$ cat src/rtl/lcd_drv_pkg.sv
`timescale 1ns/1ps
package lcd_drv_pkg;

   localparam int unsigned NUM_DIG = 3;
   localparam int unsigned BCD_W   = 4;
   localparam int unsigned SEG_N   = 7;

   typedef logic [SEG_N-1:0] seg7_t;

   // Segment order in a seg7_t: bit 0 = a ... bit 6 = g.
   function automatic seg7_t bcd_to_seg(input logic [BCD_W-1:0] v);
      seg7_t s;
      case (v)
         4'd0:    s = 7'h3F;
         4'd1:    s = 7'h06;
         4'd2:    s = 7'h5B;
         4'd3:    s = 7'h4F;
         4'd4:    s = 7'h66;
         4'd5:    s = 7'h6D;
         4'd6:    s = 7'h7D;
         4'd7:    s = 7'h07;
         4'd8:    s = 7'h7F;
         4'd9:    s = 7'h6F;
         default: s = '0;   // codes above 9 blank the digit
      endcase
      return s;
   endfunction

endpackage

$ cat src/rtl/lcd_bp_gen.sv
`timescale 1ns/1ps
module lcd_bp_gen #(
   parameter int unsigned HALF = 400
) (
   input  logic clk,
   input  logic rst_n,
   output logic bp_o
);
   localparam int unsigned CNT_W = (HALF > 1) ? $clog2(HALF) : 1;
   localparam logic [CNT_W-1:0] LAST = CNT_W'(HALF - 1);

   generate
      if (HALF < 2) begin : g_bad_half
         $error("lcd_bp_gen: HALF must be at least 2");
      end
   endgenerate

   logic [CNT_W-1:0] cnt_q;
   logic             wrap;

   assign wrap = (cnt_q == LAST);

   always_ff @(posedge clk or negedge rst_n) begin
      if (!rst_n) begin
         cnt_q <= '0;
         bp_o  <= 1'b0;
      end else begin
         cnt_q <= wrap ? '0 : cnt_q + CNT_W'(1);
         if (wrap) bp_o <= ~bp_o;
      end
   end
endmodule

$ cat src/rtl/lcd_hold_reg.sv
`timescale 1ns/1ps
module lcd_hold_reg #(
   parameter int unsigned    W       = 14,
   parameter logic [W-1:0]   RST_VAL = '0
) (
   input  logic         clk,
   input  logic         rst_n,
   input  logic         load_i,
   input  logic [W-1:0] d_i,
   output logic [W-1:0] q_o
);
   generate
      if (W < 1) begin : g_bad_w
         $error("lcd_hold_reg: W must be positive");
      end
   endgenerate

   always_ff @(posedge clk or negedge rst_n) begin
      if (!rst_n)      q_o <= RST_VAL;
      else if (load_i) q_o <= d_i;
   end
endmodule

$ cat src/rtl/lcd_digit_font.sv
`timescale 1ns/1ps
module lcd_digit_font
   import lcd_drv_pkg::*;
(
   input  logic [BCD_W-1:0] bcd_i,
   output seg7_t            seg_o
);
   assign seg_o = bcd_to_seg(bcd_i);
endmodule

$ cat src/rtl/lcd_seg_phaser.sv
`timescale 1ns/1ps
module lcd_seg_phaser #(
   parameter int unsigned N        = 23,
   parameter logic        LT_LEVEL = 1'b1
) (
   input  logic [N-1:0] lit_i,
   input  logic         bp_i,
   input  logic         lamp_i,
   output logic [N-1:0] drv_o
);
   generate
      if (N < 1) begin : g_bad_n
         $error("lcd_seg_phaser: N must be positive");
      end
      for (genvar k = 0; k < N; k++) begin : g_line
         assign drv_o[k] = lamp_i   ? LT_LEVEL
                         : lit_i[k] ? ~bp_i
                         :            bp_i;
      end
   endgenerate
endmodule

$ cat src/rtl/lcd_halfdigit_drv.sv
`timescale 1ns/1ps
module lcd_halfdigit_drv
   import lcd_drv_pkg::*;
#(
   parameter int unsigned BP_HALF  = 400,
   parameter logic        LT_LEVEL = 1'b1
) (
   input  logic        clk,
   input  logic        rst_n,
   input  logic [3:0]  units_bcd_i,
   input  logic [3:0]  tens_bcd_i,
   input  logic [3:0]  hund_bcd_i,
   input  logic        thou_i,
   input  logic        neg_i,
   input  logic        load_i,
   input  logic        lamp_test_i,
   output logic [6:0]  units_seg_o,
   output logic [6:0]  tens_seg_o,
   output logic [6:0]  hund_seg_o,
   output logic        lead1_o,
   output logic        minus_o,
   output logic        bp_o
);
   localparam int unsigned DIG_BITS = NUM_DIG * BCD_W;
   localparam int unsigned HOLD_W   = DIG_BITS + 2;
   localparam int unsigned LINE_N   = NUM_DIG * SEG_N + 2;
   localparam logic [HOLD_W-1:0] HOLD_RST = {2'b00, {NUM_DIG{4'hF}}};

   generate
      if (BCD_W != 4 || SEG_N != 7 || NUM_DIG != 3) begin : g_bad_pkg
         $error("lcd_halfdigit_drv: port widths assume 3 digits of 4-bit BCD, 7 segments");
      end
   endgenerate

   // Capture on load: {sign, thousands, hundreds, tens, units}
   logic [HOLD_W-1:0] hold_d, hold_q;
   assign hold_d = {neg_i, thou_i, hund_bcd_i, tens_bcd_i, units_bcd_i};

   lcd_hold_reg #(.W(HOLD_W), .RST_VAL(HOLD_RST)) u_hold (
      .clk    (clk),
      .rst_n  (rst_n),
      .load_i (load_i),
      .d_i    (hold_d),
      .q_o    (hold_q)
   );

   // Backplane divider
   logic bp;
   lcd_bp_gen #(.HALF(BP_HALF)) u_bp (
      .clk   (clk),
      .rst_n (rst_n),
      .bp_o  (bp)
   );

   // Per-digit font decode
   logic [LINE_N-1:0] lit;
   generate
      for (genvar i = 0; i < NUM_DIG; i++) begin : g_dig
         seg7_t dseg;
         lcd_digit_font u_font (
            .bcd_i (hold_q[i*BCD_W +: BCD_W]),
            .seg_o (dseg)
         );
         assign lit[i*SEG_N +: SEG_N] = dseg;
      end
   endgenerate
   assign lit[LINE_N-2] = hold_q[DIG_BITS];      // leading "1"
   assign lit[LINE_N-1] = hold_q[DIG_BITS + 1];  // minus sign

   // AC phasing against backplane, lamp-test override
   logic [LINE_N-1:0] drv;
   lcd_seg_phaser #(.N(LINE_N), .LT_LEVEL(LT_LEVEL)) u_phase (
      .lit_i  (lit),
      .bp_i   (bp),
      .lamp_i (lamp_test_i),
      .drv_o  (drv)
   );

   assign units_seg_o = drv[0*SEG_N +: SEG_N];
   assign tens_seg_o  = drv[1*SEG_N +: SEG_N];
   assign hund_seg_o  = drv[2*SEG_N +: SEG_N];
   assign lead1_o     = drv[LINE_N-2];
   assign minus_o     = drv[LINE_N-1];
   assign bp_o        = bp;
endmodule

$ cat config.mk
export PLATFORM = sky130hd
export DESIGN_NAME = lcd_halfdigit_drv
export DESIGN_NICKNAME = d
export VERILOG_FILES = /design/src/rtl/lcd_drv_pkg.sv /design/src/rtl/lcd_bp_gen.sv /design/src/rtl/lcd_hold_reg.sv /design/src/rtl/lcd_digit_font.sv /design/src/rtl/lcd_seg_phaser.sv /design/src/rtl/lcd_halfdigit_drv.sv
export SDC_FILE = /design/constraint.sdc
export NUM_CORES = 1
export LEC_CHECK = 0
export BUFFER_PORTS_ARGS = -buffer_cell sky130_fd_sc_hd__clkbuf_2
export CAP_MARGIN = 15
export CORE_UTILIZATION = 50
export CTS_BUF_LIST = sky130_fd_sc_hd__clkbuf_8 sky130_fd_sc_hd__clkbuf_16
export CTS_CLUSTER_SIZE = 40
export DETAILED_ROUTE_END_ITERATION = 7
export PLACE_DENSITY = 0.8
export SETUP_SLACK_MARGIN = 0.5
export SKIP_LAST_GASP = 1
export SYNTH_ARGS = -nofsm -noshare
export SYNTH_HDL_FRONTEND = slang
export SYNTH_SLANG_ARGS = --single-unit
$ cat constraint.sdc
create_clock -name clk -period 1.8 [get_ports clk]
set_input_delay 0.09 -clock clk [delete_from_list [all_inputs] [get_ports clk]]
set_output_delay 0.09 -clock clk [all_outputs]
set_load 0.02 [all_outputs]
# --- Yosys cells after proc, flatten, opt, wreduce, memory -nomap -nowiden ---
# Memory sizes are Yosys's and may differ from the RTL's.
# Cells that the tools add are included.
classes:
  eq_ne: 1
  mux: 47
  add_sub_neg: 1
  bitwise: 1
op_table:
  columns: ["op", "n"]
  rows:
  - ["1-bit two-way mux", 46]
  - ["9-bit by 1-bit adder with 9-bit output (second input constant)", 1]
  - ["9-bit equality test (second input constant)", 1]
  - ["9-bit two-way mux", 1]
  - ["1-bit inverter", 1]
word_totals:
  mem_count: 3
  mem_bits_ro: 336
  output_inout_bits: 24
  regBits: 24
memory_table:
  columns: ["name", "depth", "word_bits", "read_ports", "rd_ports_with_merged_regs", "write_ports", "line_no", "rtl"]
  rows:
  - ["(name not given)", 16, 7, 1, 0, 0, "lcd_drv_pkg.sv:13", "case (v)"]
  - ["(name not given)", 16, 7, 1, 0, 0, "lcd_drv_pkg.sv:13", null]
  - ["(name not given)", 16, 7, 1, 0, 0, "lcd_drv_pkg.sv:13", null]

# --- Longest topological paths before layout ---
# Gate-level depths: netlist (run 1).
logic_depth:
  ltp_word: 3
  mapped_depth: 6
  depth_no_buf: 6

# --- By module ---
# A second synthesis (run 1) with hierarchy kept.
hier_totals:
  hier_cells: 199
  hier_area_um2: 2006.9
modules_own_cells:
  columns: ["module", "seq_area_each_um2", "cells_each", "area_each_um2", "instances"]
  rows:
  - ["lcd_digit_font", 0.0, 26, 201.4, 3]
  - ["lcd_hold_reg", 365.4, 29, 534.3, 1]
  - ["lcd_bp_gen", 250.2, 41, 464.2, 1]
  - ["lcd_seg_phaser", 0.0, 51, 404.1, 1]

# --- Worst setup path before layout (run 1) ---
# OpenSTA, ideal clock, no wires.
synth_path:
  kind: "reg2out"
  from: "register u_hold.q_o[1]"
  to: "output port units_seg_o[3]"
  required_ns: 1.710
  slack_ns: 0.121
  arrival_time_ns: 1.589
  path_stages_with_launch: 6
  path_cell_list: "dfstp_2 > inv_1 > ha_1 > nand2_1 > o21ai_0 > mux2i_1"
synth_between:
  elab_chain_len: 3
synth_rtl:
  columns: ["item", "line_no", "rtl"]
  rows:
  - ["start: declaration", "lcd_hold_reg.sv:10", "output logic [W-1:0] q_o"]
  - ["start signal: assignment", "lcd_hold_reg.sv:20", "else if (load_i) q_o <= d_i;"]
  - ["memory 16 x 7 bit", null, null]
  - ["1-bit two-way mux", "lcd_seg_phaser.sv:17", ": lit_i[k] ? ~bp_i"]
  - ["1-bit two-way mux", "lcd_seg_phaser.sv:16", "assign drv_o[k] = lamp_i ? LT_LEVEL"]
  - ["end: declaration", "lcd_halfdigit_drv.sv:17", "output logic [6:0] units_seg_o,"]
# No other way between the ends.

# --- Final worst setup path (run 1) ---
layout_path:
  from: "register u_hold.q_o[5]"
  to: "output port tens_seg_o[2]"
layout_between:
  elab_chain_len: 3
layout_rtl:
  columns: ["item", "line_no", "rtl"]
  rows:
  - ["memory 16 x 7 bit", null, null]
  - ["1-bit two-way mux", "lcd_seg_phaser.sv:17", null]
  - ["1-bit two-way mux", "lcd_seg_phaser.sv:16", null]
  - ["end: declaration", "lcd_halfdigit_drv.sv:18", "output logic [6:0] tens_seg_o,"]
# No other way between the ends.

==> metrics.md, run 1 <==
| Metric | Value |
|---|---|
| Post-synth ARST share | 100% |
| Synth warnings | 0 |
| CTS root buffer | clkbuf_8 |
| Clock sinks | 24 |
| DP Area | approximately 0.0023 mm² |
| Violated checks | setup timing |
| Net Sw Frac | between 30% and 40% |
| DP HPWL | 2660 µm |
| Setup crit end kind | primary output |
| Worst Path Buf+Inv | 3 |
| Most frequent CP cell | buf_6 |
| Measured slew at the worst slew-check pin | 0.580 ns |
| CP Depth | 7 |
| Peak Freq | 0.492 GHz |
| Pwr per Cell Area | ~630 mW/mm² |
| Initial Util | ~53% |
| Setup crit start kind | flop |
| Most common cell in the netlist | o21ai_0 |
| Yosys reg bits | 24 |
| Final Cell Area | 0.00317 mm² |
| FF-to-FF path depth | 4 |
| Synth cell count leaders | 23 x o21ai_0, 16 x ha_1, 16 x nand2_1 |
| Hold Path Class | in -> reg |
| RSZ-0062 raised after global routing | yes |
| Drt pass-1 iters | 4 |
| Leakage | 1.33 nW |
| DRC | 0 |
| Combinational share of power | roughly 50% |
| Register area share after synthesis | 33.8% |
| Antenna violations before repair | 0 |
| Flop pwr share | 32.4% |
| EDFF count, synth | 0 |
| Synthesized instance count | between 150 and 200 |
| Pre-CTS setup slack | approximately 0.11 ns |
| Routed vias/inst | 6.04 |
| Power, Total | 2.00 mW |
| H-Tree Depth | 1 |
| Final Hold Fails | 0 |
| Syn Area/Cell | 9.15 µm² |
| R2R Path Start | u_bp.cnt_q[0] |
| Number of global-route vias before repair | about 1800 |
| Crit path cell chain | buf_6 -> ha_4 -> inv_2 -> o31a_1 -> xnor2_1 -> nand2b_1 -> buf_6 |
| DR vias | 1946 |
| Critical path origin | u_hold.q_o[5] |
| Hold WS | 0.0272 ns |
| CP Class | reg -> out |
| Global route overflow | 0 |
| Crit-path max cell delay | 0.60 ns |
| Synthesis-to-finish area growth | 74.2% |
| CP delay by family, top | flip-flops |
| Worst Skew | 0.00566 ns |
| Worst Setup Slack, final | -0.234 ns |
| Top Ports | 42 |
| Max-cap violations | 0 |
| Slew Limit Headroom | a little over 60% |
| Die area | ~0.0039 mm² |
| Synth unique cells | 38 |
| Largest net degree at the start of global routing | 25 |
| Final setup vio count | 20 |
| Hold depth | 3 |
| Nets@finish | between 300 and 400 |
| Number of buffers added on ports | 41 |
| CTS clk-pin slew, worst paths | 0.09 ns |
| Global-route wire length before repair | 8380 µm |
| TritonCTS clock tree | built |
| Die Y | 62.4 µm |
| Chip Width | 62.4 µm |
| Mapped Area | 0.00182 mm² |
| Net Count, Synth | 233 |
| Routed wire length | 7240 µm |
| Top FF cell, synth | dfstp_2 |
| Crit path max-delay cell type | dfstp_2 |
| CTS Buf Count | 3 |
| Row cnt | 21 |
| Clk_lat worst skew | around 0.26 ns |
| Max VDD drop | between 0.5 and 0.6 mV |
| Period minus WS final | around 2.0 ns |
| Hold path start | units_bcd_i[0] |
| Leading area contributor after synthesis | dfstp_2 |
| CP arrival | between 1.5 and 2 ns |
| Initial DRC count | between 150 and 200 |
| Cell internal pwr | 1.28 mW |
| Slew Viols, Final | 0 |
| CTS Buffer Depth | 2 |
| Total core area | 0.00342 mm² |
| Net switching power figure | 723 µW |
| Status | finished, violations left |
| CP Data Required Time | 1.71 ns |
| Area share of the largest cell type after synthesis | roughly 17% |
| Final worst path period share | 113% |
| Worst-path maximum fanout | 4 |
| Post-route ant nets | 0 |
| Gr usage total | 27.3% |
| N_diodes | 0 |
| Share of cells above drive strength 1 | a little over two thirds |
| Wire per inst | about 22 µm |
| Clk network pwr share | around 18% |
| Area contributors post-synth | dfstp_2 17%, dfrtp_1 16%, ha_1 11% |
| Routability cong. | 0.823 |
registers in the layout, summed over array words and instances, names as in the netlist:
name        cells
u_bp.bp_o       1
u_bp.cnt_q      9
u_hold.q_o     14
cell type report:
type	instances	area [µm²]
tap	46	57.6
inverter	13	61.3
sequential	24	618
fill	105	241
multi-input combinational	150	1680
clock buffer	4	55.1
timing repair buffer	85	704
metal layers:
layer | track usage [%] | vias to the layer above | part of all wire, %
met2 | 49.5 | 127 | 50
met3 | 2.94 | 37 | 5.8
met4 | 10.8 | 0 | 5.1
met1 | 32.9 | 947 | 39
met5 | 0 | - | 0
li1 | - | 835 | -
stage by stage:
stage          setup TNS (ns)  util (%)  instances
2_1_floorplan               0         -        199
3_3_place_gp                0      66.6        278
3_5_place_dp                0      66.6        278
4_1_cts                -0.589      82.8        305
5_1_grt                 -2.78      92.9        322
6_report                -1.98      92.9        322
power by group through the flow:
| stage | Sequential, mW | Combinational, mW | Clock (mW) |
|---|---|---|---|
| after floorplan | 0.624 | 0.450 | 0 |
| after global placement | 0.650 | 0.548 | 0 |
| after CTS | 0.636 | 0.760 | 0.370 |
| after detailed placement | 0.652 | 0.554 | 0 |
| after global routing | 0.653 | 1.02 | 0.391 |
| final | 0.648 | 0.983 | 0.367 |
worst reg2reg max path: stages (launching register included):
cell and delay, ns:
dfrtp_1 0.42, ha_4 0.18, nand3_4 0.08, nor4_4 0.32
xor2_1 0.29
cells by family (layout without fill, tap and decap cells):
logic type	after synthesis	in the layout	share of synthesized area, %
adder cells (fa/ha/maj)	16	16	11.0
multiplexers	19	19	10.9
AND/OR/NAND/NOR	54	54	16.8
buffers and inverters	25	102	5.56
flip-flops	24	24	33.8
XOR/XNOR	14	14	6.73
AO/OA/AOI/OAI	47	47	15.3
worst paths after layout:
kind	to	slack, ns
max in group asynchronous	u_bp.cnt_q[4]	1.03
max reg2reg	u_bp.bp_o	0.41
min	u_hold.q_o[0]	0.03
min reg2reg	u_bp.cnt_q[2]	0.55
min in group asynchronous	u_hold.q_o[13]	0.35
max	tens_seg_o[2]	-0.23
cells in the final DEF, fill, tap and decap left out, types with 4 or more instances in the layout:
cell | netlist | final
inv_2 | 0 | 4
clkbuf_8 | 0 | 8
mux2_2 | 6 | 6
dfstp_2 | 12 | 12
inv_4 | 0 | 5
ha_4 | 0 | 12
xnor2_1 | 9 | 7
mux2i_2 | 0 | 7
buf_4 | 0 | 40
a21oi_2 | 1 | 4
nand2b_1 | 13 | 10
dfrtp_1 | 12 | 10
nand2_1 | 16 | 13
buf_6 | 0 | 13
o21bai_4 | 0 | 4
o21ai_2 | 0 | 9
mux2i_4 | 0 | 5
inv_1 | 13 | 4
clkbuf_2 | 0 | 20
xor2_1 | 5 | 5
o21ai_0 | 23 | 10
buf_8 | 0 | 4
repair_timing:
action / CTS / global route
setup endpoints to repair: 27 / 27
buffers inserted: 22 / 17
hold endpoints to repair: 12 / 0
hold buffers: 1 / 0
pin swaps: 22 / 24
gates resized for setup: 70 / 62
Note: power is estimated with default switching activity, not from simulation.
==> run 2, diff against run 1 <==
--- a/config.mk
+++ b/config.mk
@@ -7,11 +7,13 @@
 export LEC_CHECK = 0
 export BUFFER_PORTS_ARGS = -buffer_cell sky130_fd_sc_hd__clkbuf_2
 export CAP_MARGIN = 15
-export CORE_UTILIZATION = 50
+export CELL_PAD_IN_SITES_DETAIL_PLACEMENT = 1
+export CELL_PAD_IN_SITES_GLOBAL_PLACEMENT = 2
+export CORE_UTILIZATION = 32
 export CTS_BUF_LIST = sky130_fd_sc_hd__clkbuf_8 sky130_fd_sc_hd__clkbuf_16
 export CTS_CLUSTER_SIZE = 40
 export DETAILED_ROUTE_END_ITERATION = 7
-export PLACE_DENSITY = 0.8
+export PLACE_DENSITY = 0.84
 export SETUP_SLACK_MARGIN = 0.5
 export SKIP_LAST_GASP = 1
 export SYNTH_ARGS = -nofsm -noshare
==> metrics.md, run 2 (synthesis gave the netlist of run 1 again) <==
| Metric | Value |
|---|---|
| Worst Skew | 0.00238 ns (was 0.00566 ns) |
| Cell internal pwr | 1.41 mW (was 1.28 mW) |
| Violated checks | setup timing (unchanged) |
| Routed vias/inst | 5.04 (was 6.04) |
| Top flop regs | u_hold.q_o: 14 flops, u_bp.cnt_q: 9 flops, u_bp.bp_o: 1 flops (unchanged) |
| Max VDD drop | 0.381 mV (was 0.513 mV) |
| Post-placement cell count | 304 (was 278) |
| Final Hold Fails | 0 (unchanged) |
| Largest register by flop count | u_hold.q_o (unchanged) |
| Final core utilization | 59.8% (was 92.9%) |
| Drt pass-1 iters | 4 (unchanged) |
| Global-route wire length before repair | 9520 µm (was 8380 µm) |
| Combinational share of power | 46.7% (was 49.2%) |
| Global route overflow | 0 (unchanged) |
| Slew Viols, Final | 0 (unchanged) |
| CTS root buffer | clkbuf_8 (unchanged) |
| Number of global-route vias before repair | 1842 (was 1763) |
| CP arrival | 1.85 ns (was 1.94 ns) |
| Final worst path period share | 108% (was 113%) |
| Final std cells w/o fill | 354 (was 322) |
| Peak Freq | 0.517 GHz (was 0.492 GHz) |
| Metal3 WL | 110 µm (was 420 µm) |
| CP Class | reg -> out (unchanged) |
| Initial DRC count | 21 (was 163) |
| Largest net degree at the start of global routing | 25 (unchanged) |
| Final Cell Area | 0.00329 mm² (was 0.00317 mm²) |
| Setup crit start kind | flop (unchanged) |
| Hold Path Class | in -> reg (unchanged) |
| DR top layer | met4 (unchanged) |
| Worst-path maximum fanout | 4 (unchanged) |
| Routed length on met1 | 2810 µm (was 2820 µm) |
| Die Y | 77.5 µm (was 62.4 µm) |
| Pwr per Cell Area | 647 mW/mm² (was 629 mW/mm²) |
| Measured slew at the worst slew-check pin | 0.640 ns (was 0.580 ns) |
| Routed wire length | 6490 µm (was 7240 µm) |
| Period minus WS final | 1.94 ns (was 2.03 ns) |
| Total core area | 0.00551 mm² (was 0.00342 mm²) |
| Routability cong. | 0.745 (was 0.823) |
| Final setup vio count | 17 (was 20) |
| CTS Buf Count | 3 (unchanged) |
| CTS clk-pin slew, worst paths | 0.09 ns (about the same) |
| Clk_lat worst skew | 0.28 ns (was 0.26 ns) |
| Most frequent cells in the layout | 46 x buf_4, 20 x clkbuf_2, 13 x nand2_1, 13 x buf_6 (was 40 x buf_4, 20 x clkbuf_2, 13 x nand2_1, 13 x buf_6) |
| Gr usage total | 20.1% (was 27.3%) |
| Routed length on met2 | 3440 µm (was 3630 µm) |
| Top Ports | 42 (unchanged) |
| Net switching power figure | 723 µW (about the same) |
| Initial Util | 33.1% (was 53.3%) |
| Leakage | 1.39 nW (was 1.33 nW) |
| Sum Neg Setup Slack | -1.19 ns (was -1.98 ns) |
| Die area | 0.00600 mm² (was 0.00389 mm²) |
| Share of cells above drive strength 1 | 72.0% (was 70.7%) |
| RSZ-0062 raised after global routing | yes (unchanged) |
| Largest register FFs | 14 (unchanged) |
| DP Area | 0.00231 mm² (was 0.00228 mm²) |
| Post-route ant nets | 0 (unchanged) |
| Setup crit end kind | primary output (unchanged) |
| Flop pwr share | 30.3% (was 32.4%) |
| Row cnt | 27 (was 21) |
| Wire per inst | 18.3 µm (was 22.5 µm) |
| H-Tree Depth | 1 (unchanged) |
| Pre-CTS setup slack | 0.0885 ns (was 0.110 ns) |
| DR vias | 1783 (was 1946) |
| Antenna violations before repair | 0 (unchanged) |
| Slew Limit Headroom | 57.3% (was 61.3%) |
| Commonest non-fill, non-tap cell in the layout | buf_4 (unchanged) |
| Hold WS | 0.0103 ns (was 0.0272 ns) |
| DP HPWL | 3240 µm (was 2660 µm) |
| TritonCTS clock tree | built (unchanged) |
| Number of buffers added on ports | 41 (unchanged) |
| Clock sinks | 24 (unchanged) |
| N_diodes | 0 (unchanged) |
| Status | finished, violations left (unchanged) |
| Clk network pwr share | 23.0% (was 18.4%) |
| Max-cap violations | 0 (unchanged) |
| Net Sw Frac | 34.0% (was 36.2%) |
| Worst Setup Slack, final | -0.136 ns (was -0.234 ns) |
| Nets@finish | 317 (was 311) |
| CP Data Required Time | 1.71 ns (about the same) |
| Chip Width | 77.5 µm (was 62.4 µm) |
| Synthesis-to-finish area growth | 80.7% (was 74.2%) |
| DRC | 0 (unchanged) |
| CTS Buffer Depth | 2 (unchanged) |
| Power, Total | 2.13 mW (was 2.00 mW) |
==> run 2: cell types whose count changed in the layout (fill, tap and decap cells not counted), moves of 2 or more <==
cell / previous run / this run
inv_1: 4 / 2
xnor2_2: 1 / 3
nor2_2: 3 / 1
a21oi_1: 2 / 0
nor2_1: 3 / 5
a21oi_2: 4 / 6
buf_4: 40 / 46
o21ai_2: 9 / 7
o21ai_4: 3 / 5
==> run 2: per-layer routing <==
layer  vias up  GRT usage (%)
met5         -              0
met4         0           5.66
met3        11           2.12
met2        37           37.0
met1       891           24.5
li1        844              -
==> run 2: power by group through the flow <==
stage                     registers (mW)  logic, mW  clock network [mW]
after global placement             0.655      0.555                   0
after global routing               0.650       1.05               0.513
after CTS                          0.643      0.816               0.496
final                              0.645      0.994               0.489
after detailed placement           0.657      0.564                   0
after floorplan                    0.624      0.450                   0
==> run 2: final cells by class <==
class	count	area, µm²
Clock inverter	1	30.0
Multi-Input combinational cell	150	1690
Clock buffer	3	41.3
Timing Repair Buffer	91	761
Fill cell	577	2210
Sequential cell	24	617
Inverter	13	63.8
Tap cell	72	90.1
==> run 2: worst max-delay path, cell delays in order (launching register included) <==
cell and delay [ns]:
dfstp_2 0.60, inv_4 0.07, ha_4 0.17, a21oi_4 0.17, o2bb2ai_4 0.15, mux2i_4 0.24
clkbuf_8 0.16
==> run 2: worst paths after layout <==
check	slack, ns	to	startpoint	cells past startpoint
worst max-delay path	-0.14	hund_seg_o[0]	u_hold.q_o[9]	6
worst min-delay path	0.01	u_hold.q_o[0]	units_bcd_i[0]	3
worst max register to register	0.46	u_bp.bp_o	u_bp.cnt_q[0]	4
worst min register to register	0.53	u_bp.cnt_q[0]	u_bp.cnt_q[0]	1
max in group asynchronous	1.00	u_bp.cnt_q[4]	rst_n	2
min in group asynchronous	0.35	u_bp.cnt_q[1]	rst_n	2
==> run 2: repair_timing <==
item / in CTS / in global routing
endpoints found under the hold margin: 12 / 0
endpoints found under the setup margin: 27 / 27
pin swaps: 22 / 19
gates resized for setup: 88 / 51
hold buffers: 1 / 0
buffers inserted: 28 / 17
